File: src/rtl/npa_pkg.sv
package npa_pkg;
  typedef enum logic [1:0] {
    BANK_A    = 2'd0,
    BANK_B    = 2'd1,
    BANK_C    = 2'd2,
    BANK_NONE = 2'd3
  } bank_e;

  localparam int unsigned NARROW_PARTS = 2;
endpackage

File: src/rtl/npa_part_regs.sv
module npa_part_regs #(
  parameter int unsigned DW    = 16,
  parameter int unsigned NPART = 3
) (
  input  logic                  clk,
  input  logic                  rst_n,
  input  logic [NPART-1:0]      part_we,
  input  logic [DW-1:0]         wdata,
  output logic [NPART*DW-1:0]   parts
);
  for (genvar i = 0; i < NPART; i++) begin : g_part
    logic [DW-1:0] slice_q;
    logic [DW-1:0] slice_d;

    always_comb begin
      slice_d = slice_q;
      if (part_we[i]) slice_d = wdata;
    end

    always_ff @(posedge clk or negedge rst_n) begin
      if (!rst_n) slice_q <= '0;
      else if (part_we[i]) slice_q <= slice_d;
    end

    assign parts[i*DW +: DW] = slice_q;
  end
endmodule

File: src/rtl/npa_ctrl_regs.sv
module npa_ctrl_regs #(
  parameter int unsigned DW      = 16,
  parameter int unsigned OVF_BIT = 4
) (
  input  logic           clk,
  input  logic           rst_n,
  input  logic           cmd_we,
  input  logic           mode_we,
  input  logic [DW-1:0]  wdata,
  input  logic           drop,
  output npa_pkg::bank_e sel_q,
  output logic           mode_q,
  output logic           ovf_q
);
  import npa_pkg::*;

  bank_e sel_d;
  logic  mode_d;
  logic  ovf_d;

  always_comb begin
    sel_d  = sel_q;
    mode_d = mode_q;
    ovf_d  = ovf_q;
    if (cmd_we) begin
      sel_d = bank_e'(wdata[1:0]);
      if (wdata[OVF_BIT]) ovf_d = 1'b0;
    end
    if (mode_we) mode_d = wdata[0];
    if (drop) ovf_d = 1'b1;
  end

  always_ff @(posedge clk or negedge rst_n) begin
    if (!rst_n) begin
      sel_q  <= BANK_A;
      mode_q <= 1'b0;
      ovf_q  <= 1'b0;
    end else begin
      sel_q  <= sel_d;
      mode_q <= mode_d;
      ovf_q  <= ovf_d;
    end
  end
endmodule

File: src/rtl/npa_push_stage.sv
module npa_push_stage #(
  parameter int unsigned DW    = 16,
  parameter int unsigned NPART = 3,
  parameter int unsigned NBANK = 3
) (
  input  logic                 clk,
  input  logic                 rst_n,
  input  logic                 stb,
  input  npa_pkg::bank_e       sel,
  input  logic [NBANK-1:0]     bank_full,
  input  logic [NPART*DW-1:0]  parts,
  output logic                 drop,
  output logic                 push_valid,
  output logic [NPART*DW-1:0]  push_data,
  output logic [1:0]           push_bank
);
  import npa_pkg::*;

  localparam int unsigned EW = NPART * DW;

  logic          sel_ok;
  logic          sel_full;
  logic          fire;
  logic [EW-1:0] entry;
  logic          valid_d;

  always_comb begin
    sel_full = 1'b0;
    for (int b = 0; b < NBANK; b++) begin
      if (sel == bank_e'(b)) sel_full = bank_full[b];
    end
    sel_ok = (sel != BANK_NONE);
    fire   = stb && sel_ok && !sel_full;
    drop   = stb && sel_ok && sel_full;
  end

  for (genvar i = 0; i < NPART; i++) begin : g_mask
    if (i < NARROW_PARTS) begin : g_keep
      assign entry[i*DW +: DW] = parts[i*DW +: DW];
    end else begin : g_wide
      assign entry[i*DW +: DW] = (sel == BANK_C) ? '0 : parts[i*DW +: DW];
    end
  end

  assign valid_d = fire;

  always_ff @(posedge clk or negedge rst_n) begin
    if (!rst_n) push_valid <= 1'b0;
    else        push_valid <= valid_d;
  end

  always_ff @(posedge clk or negedge rst_n) begin
    if (!rst_n) begin
      push_data <= '0;
      push_bank <= '0;
    end else if (fire) begin
      push_data <= entry;
      push_bank <= sel;
    end
  end
endmodule

File: src/rtl/narrow_push_assembler.sv
module narrow_push_assembler #(
  parameter int unsigned DW       = 16,
  parameter int unsigned AW       = 8,
  parameter int unsigned NPART    = 3,
  parameter int unsigned NBANK    = 3,
  parameter logic [7:0]  CMD_OFS  = 8'h90,
  parameter logic [7:0]  MODE_OFS = 8'h91,
  parameter logic [7:0]  PART_OFS = 8'h94,
  parameter logic [7:0]  STB_OFS  = 8'h97,
  parameter int unsigned STB_CODE = 1,
  parameter int unsigned OVF_BIT  = 4
) (
  input  logic                 clk,
  input  logic                 rst_n,
  input  logic                 bus_wr,
  input  logic [AW-1:0]        bus_addr,
  input  logic [DW-1:0]        bus_wdata,
  output logic [DW-1:0]        bus_rdata,
  input  logic [NBANK-1:0]     bank_full,
  output logic                 push_valid,
  output logic [NPART*DW-1:0]  push_data,
  output logic [1:0]           push_bank
);
  import npa_pkg::*;

  logic [1:0] rst_pipe_q;
  logic       rst_sync_n;

  always_ff @(posedge clk or negedge rst_n) begin
    if (!rst_n) rst_pipe_q <= 2'b00;
    else        rst_pipe_q <= {rst_pipe_q[0], 1'b1};
  end
  assign rst_sync_n = rst_pipe_q[1];

  bank_e              sel_q;
  logic               mode_q;
  logic               ovf_q;
  logic               drop;
  logic               cmd_we;
  logic               mode_we;
  logic               stb;
  logic [NPART-1:0]   part_we;
  logic [NPART*DW-1:0] parts;

  always_comb begin
    cmd_we  = bus_wr && (bus_addr == AW'(CMD_OFS));
    mode_we = bus_wr && (bus_addr == AW'(MODE_OFS));
    stb     = bus_wr && mode_q && (bus_addr == AW'(STB_OFS)) &&
              (bus_wdata == DW'(STB_CODE));
    for (int i = 0; i < NPART; i++) begin
      part_we[i] = bus_wr && mode_q && (bus_addr == AW'(PART_OFS + 8'(i)));
    end
  end

  always_comb begin
    bus_rdata = '0;
    if (bus_addr == AW'(CMD_OFS)) begin
      bus_rdata[1:0]     = sel_q;
      bus_rdata[OVF_BIT] = ovf_q;
    end else if (bus_addr == AW'(MODE_OFS)) begin
      bus_rdata[0] = mode_q;
    end
    for (int i = 0; i < NPART; i++) begin
      if (bus_addr == AW'(PART_OFS + 8'(i))) bus_rdata = parts[i*DW +: DW];
    end
  end

  npa_ctrl_regs #(.DW(DW), .OVF_BIT(OVF_BIT)) u_ctrl (
    .clk     (clk),
    .rst_n   (rst_sync_n),
    .cmd_we  (cmd_we),
    .mode_we (mode_we),
    .wdata   (bus_wdata),
    .drop    (drop),
    .sel_q   (sel_q),
    .mode_q  (mode_q),
    .ovf_q   (ovf_q)
  );

  npa_part_regs #(.DW(DW), .NPART(NPART)) u_parts (
    .clk     (clk),
    .rst_n   (rst_sync_n),
    .part_we (part_we),
    .wdata   (bus_wdata),
    .parts   (parts)
  );

  npa_push_stage #(.DW(DW), .NPART(NPART), .NBANK(NBANK)) u_push (
    .clk        (clk),
    .rst_n      (rst_sync_n),
    .stb        (stb),
    .sel        (sel_q),
    .bank_full  (bank_full),
    .parts      (parts),
    .drop       (drop),
    .push_valid (push_valid),
    .push_data  (push_data),
    .push_bank  (push_bank)
  );
endmodule

File: config.mk
export PLATFORM = sky130hd
export DESIGN_NAME = narrow_push_assembler
export DESIGN_NICKNAME = d
export VERILOG_FILES = /design/src/rtl/npa_pkg.sv /design/src/rtl/npa_part_regs.sv /design/src/rtl/npa_ctrl_regs.sv /design/src/rtl/npa_push_stage.sv /design/src/rtl/narrow_push_assembler.sv
export SDC_FILE = /design/constraint.sdc
export NUM_CORES = 1
export LEC_CHECK = 0
export ABC_AREA = 1
export BUFFER_PORTS_ARGS = -buffer_cell sky130_fd_sc_hd__buf_4
export CORE_MARGIN = 3
export CORE_UTILIZATION = 55
export CTS_CLUSTER_SIZE = 14
export DETAILED_ROUTE_END_ITERATION = 8
export GPL_ROUTABILITY_DRIVEN = 0
export GPL_TIMING_DRIVEN = 0
export MAX_ROUTING_LAYER = met4
export PLACE_DENSITY = 0.8
export RECOVER_POWER = 100
export SETUP_SLACK_MARGIN = 0.05
export SYNTH_ARGS = -nofsm -noshare
export SYNTH_HDL_FRONTEND = slang
export SYNTH_SLANG_ARGS = --single-unit
File: constraint.sdc
create_clock -name clk -period 4.03 [get_ports clk]
set_input_delay 0.806 -clock clk [delete_from_list [all_inputs] [get_ports clk]]
set_output_delay 0.806 -clock clk [all_outputs]
set_load 0.1 [all_outputs]
Word level (Yosys, flattened, before mapping):

Cells that the tools add are included.

* logic and storage cells: 50
* flip-flop bits (word level): 105
* input bits: 30
* output and inout port bits: 67

* reduce and logical (&&, ||, !) cells: 16
* muxes and demuxes: 14
* equal/unequal tests: 10

Operators with widths (count)
* 2-to-1 mux 16 bit: 4
* equality test 8 bit (second input constant): 6
* equality test 16 x 1 -> 1 bit (second input constant): 1
* logical AND 1 bit: 11
* 2-to-1 mux 1 bit: 10
* nonzero test 2 bit: 2
* equality test 2 x 1 -> 1 bit (second input constant): 1
* equality test 2 bit (second input constant): 1
* logical NOT 2 bit: 1
* != test 2 bit (second input constant): 1
* AND reduction 2 bit: 1
* logical NOT 1 bit: 1

Depth between registers and ports, before layout:

* word-level depth: 7
* depth in mapped cells: 10

Hierarchy:

From an unflattened synthesis, not the netlist that was laid out.

* cell total of the unflattened synthesis: 622
* area total of the unflattened synthesis: 5131.2 um2

Modules (own cells, without submodules)
* npa_push_stage: cells an instance 252, seq. area each 1276.2 um2, instances 1, area each 2321.0 um2
* npa_part_regs: cells an instance 204, seq. area each 1201.2 um2, instances 1, area each 1913.1 um2
* narrow_push_assembler: cells an instance 149, seq. area each 50.0 um2, instances 1, area each 744.5 um2
* npa_ctrl_regs: cells an instance 17, seq. area each 100.1 um2, instances 1, area each 152.6 um2

Worst setup path before layout:

No wires, ideal clock.

* path type: input -> output
* start: input port bus_addr[5]
* end: output port bus_rdata[10]
* required time: 3.224 ns
* path slack: 0.308 ns
* stages on the path: 6
* buffers on the path: 1
* data arrival time: 2.916 ns
* cells stage by stage: inv_1 nand2_1 nor2_4 nand2_2 buf_2 o211ai_1

* longest elaborated chain between the ends: 4

Ends and longest elaborated chain
* start, declared: RTL line narrow_push_assembler.sv:16 `input logic [AW-1:0] bus_addr,`
* equality test 8 bit: RTL line narrow_push_assembler.sv:64 `if (bus_addr == AW'(PART_OFS + 8'(i))) bus_rdata = parts[i*DW +: DW];`
* 2-to-1 mux 16 bit (2 in series): RTL line narrow_push_assembler.sv:64
* 2-to-1 mux 16 bit *: RTL line narrow_push_assembler.sv:64
* end, declared: RTL line narrow_push_assembler.sv:18 `output logic [DW-1:0] bus_rdata,`

Every way passes the cells marked *; elsewhere a longest branch is shown, timed or not.

Final worst setup path:

* start: input port bus_addr[5]
* end: output port bus_rdata[15]

The elaborated chain is that of the path after synthesis.

==> results_dict.tcl <==
set metrics [dict create \
    status "finished, violations left" \
    violations "max-capacitance violations, max-slew violations" \
    ys_ff_latch 105 \
    max_freq_mhz 277 \
    post-route-util_pct 64.3 \
    worstRegToRegCells 1 \
    drt_iter0_markers 335 \
    dr.pass1.iters 5 \
    grt_usage_pct 27.0 \
    grt.overflow.total 0 \
    antenna_found_initial 0 \
    vias 4327 \
    syn_nets 624 \
    crit_path_end_kind "output pin" \
    dpl.hpwl_um 9760 \
    yosysWarnings 0 \
    synth_fa_ha_area_share_pct 0 \
    clk_latency_ns 0.37 \
    cp_max_fo 10 \
    cts_sinks 105 \
    diodes 0 \
    synthSimpleGateAreaFrac_pct 30.5 \
    totalWireLength_um 12800 \
    cts_tree "done" \
    synthDistinctLibCells 29 \
    grt_pass1_wl_um 20800 \
    drc 0 \
    r2r_setup_slack_ns 1.03 \
    p_leak_nw 2.94 \
    finalSetupViolCount 0 \
    grt_pass1_vias 4271 \
    worstPathArrival_ns 2.81 \
    drt-wirelength-per-cell_um 15.7 \
    area_growth_pct 13.2 \
    max-cap-violations 1 \
    post-route-period-util_pct 89.6 \
    cts_resized 0 \
    hold_buffers 0 \
    root_buffer "clkbuf_8" \
    r2r_end "u_parts.g_part[1].slice_q[9]" \
    syn_area_um2 4960 \
    hold_ws_ns 0.202 \
    synth_top_family_by_area "simple AND/OR/NAND/NOR gates" \
    finalCriticalPeriod_ns 3.61 \
    postCtsSetupBuffers 0 \
    worstPathRequired_ns 3.22 \
    die_x_um 101 \
    slew_headroom_pct -36.8 \
    die_h_um 101 \
    cts-buffers-inserted 9 \
    synth.area.top_cells "dfrtp_1 53%, nand2_1 15%, nand3_1 6.9%" \
    rows 34 \
    slew_violations 54 \
    muxShareOfSynthArea_pct 0 \
    drive_above_1_share_pct 13.6 \
    cts_htree_levels 3 \
    hold_violations 0 \
    die_area_um2 10200 \
    rsz0062_at_grt "no" \
    synthXorXnorAreaFrac_pct 0 \
    synth_compound_area_share_pct 8.08 \
    core_um2 8720 \
    startpoint "bus_addr[5]" \
    r2r_start "rst_pipe_q[1]" \
    crit_type "in -> out" \
    initial_utilization_pct 56.8 \
    io_pins 97 \
    clkTransAtPathRegs_ns 0.10 \
    final_nets 732 \
    worstMarginPinSlew_ns 2.05 \
    fin_worst_skew_ns 0.00861 \
    viasPerCell 5.31 \
    synth.avg_cell_area_um2 8.34 \
    cts_buffer_depth 2 \
    drtAntennaViolNets 0 \
    worst_ir_drop_vdd_mv 0.219 \
    powerDensity_nw_per_um2 345 \
    hold_class "in -> async" \
    portBuffers 96 \
    yosys.area.top_type "dfrtp_1" \
    synth_seq_area_share_pct 53.0 \
    synthCells 594 \
    grt_max_degree 54 \
    startpoint_type "input pin" \
    synth_top_area_share_pct 53.0 \
]
[through the flow]
step	area, µm²	cells	power (mW)	setup WS (ns)	TNS (ns)
after floorplan	4960	594	1.24	0.308	0
after global placement	5810	798	1.31	-0.127	-12.51
after detailed placement	5840	799	1.32	0.798	0
after CTS	6040	815	1.96	0.794	0
after global routing	5610	815	2.01	0.316	0
final	5610	815	1.94	0.419	0
[worst max-delay path, cell delays in order]
cell and delay [ns]:
buf_4 0.11, inv_1 0.04, nand2_1 0.07, nor2_4 0.21, clkbuf_1 0.39, nand3_1 0.14, o211ai_1 0.16, clkbuf_1 0.89
[area by class of cell]
cell class              instances  area (µm²)
plain buffers                  27         119
clock buffers                  11         151
clock inverters                 5        45.0
fillers                       819        3110
inverters                      60         230
multi-input cells             402        1810
flip-flops and latches        105        2630
well taps                     108         135
repair buffers                 97         487
[sequential cells by signal, summed over array words and instances, names as in the netlist]
signal                  count
u_push.push_bank            2
rst_pipe_q                  2
u_ctrl.mode_q               1
u_parts.g_part.slice_q     48
u_push.push_data           48
u_ctrl.sel_q                2
u_push.push_valid           1
u_ctrl.ovf_q                1
[logic make-up (layout without fill, tap and decap cells)]
| family | Yosys count | count (layout) |
|---|---|---|
| and+or+nand+nor | 339 | 339 |
| other | 1 | 1 |
| AOI/OAI and AO/OA | 62 | 62 |
| DFF | 105 | 105 |
| buffers and inverters | 87 | 200 |
[how the worst max path moves through the flow]
| stage | to | slack [ns] | cells after the start |
|---|---|---|---|
| after detailed placement | bus_rdata[6] | 0.80 | 10 |
| after floorplan | bus_rdata[10] | 0.31 | 6 |
| after global placement | u_push.push_data[14] | -0.13 | 0 |
| after CTS | bus_rdata[6] | 0.79 | 10 |
| after global routing | bus_rdata[15] | 0.32 | 8 |
| final | bus_rdata[15] | 0.42 | 8 |
[cells in the final DEF, fill, tap and decap left out, drive strengths merged]
cell,count
and2,1
buf,36
clkbuf,99
clkinv,2
clkinvlp,1
conb,1
dfrtp,105
inv,62
nand2,212
nand3,68
nand3b,1
nand4,3
nor2,52
nor3,1
nor3b,1
o211ai,12
o21a,2
o21ai,47
o21bai,1
[layer usage]
layer | wire length, µm | track usage (%) | vias up | part of all wire (%)
met5 | 0 | - | - | 0
met4 | 340 | 8.90 | 0 | 2.7
met3 | 1000 | 4.36 | 35 | 7.8
met2 | 5880 | 41.5 | 202 | 46
met1 | 5550 | 36.9 | 2003 | 43
li1 | - | - | 2087 | -
[where the power goes]
group | switching (mW) | total [mW] | internal, mW | leakage (nW)
registers | 0.0384 | 1.13 | 1.09 | 1.31
clock network | 0.384 | 0.653 | 0.269 | 0.0985
logic | 0.106 | 0.157 | 0.0507 | 1.52
[Yosys cell counts (all sizes together)]
cell / number
clkbuf: 7
nand2: 212
clkinv: 1
o21ai: 47
o211ai: 12
inv: 59
dfrtp: 105
nand3: 68
nor3: 1
and2: 1
o21bai: 1
nand3b: 1
buf: 20
o21a: 2
nor2: 52
conb: 1
nand4: 3
nor3b: 1
(Power assumes the default switching activity.)
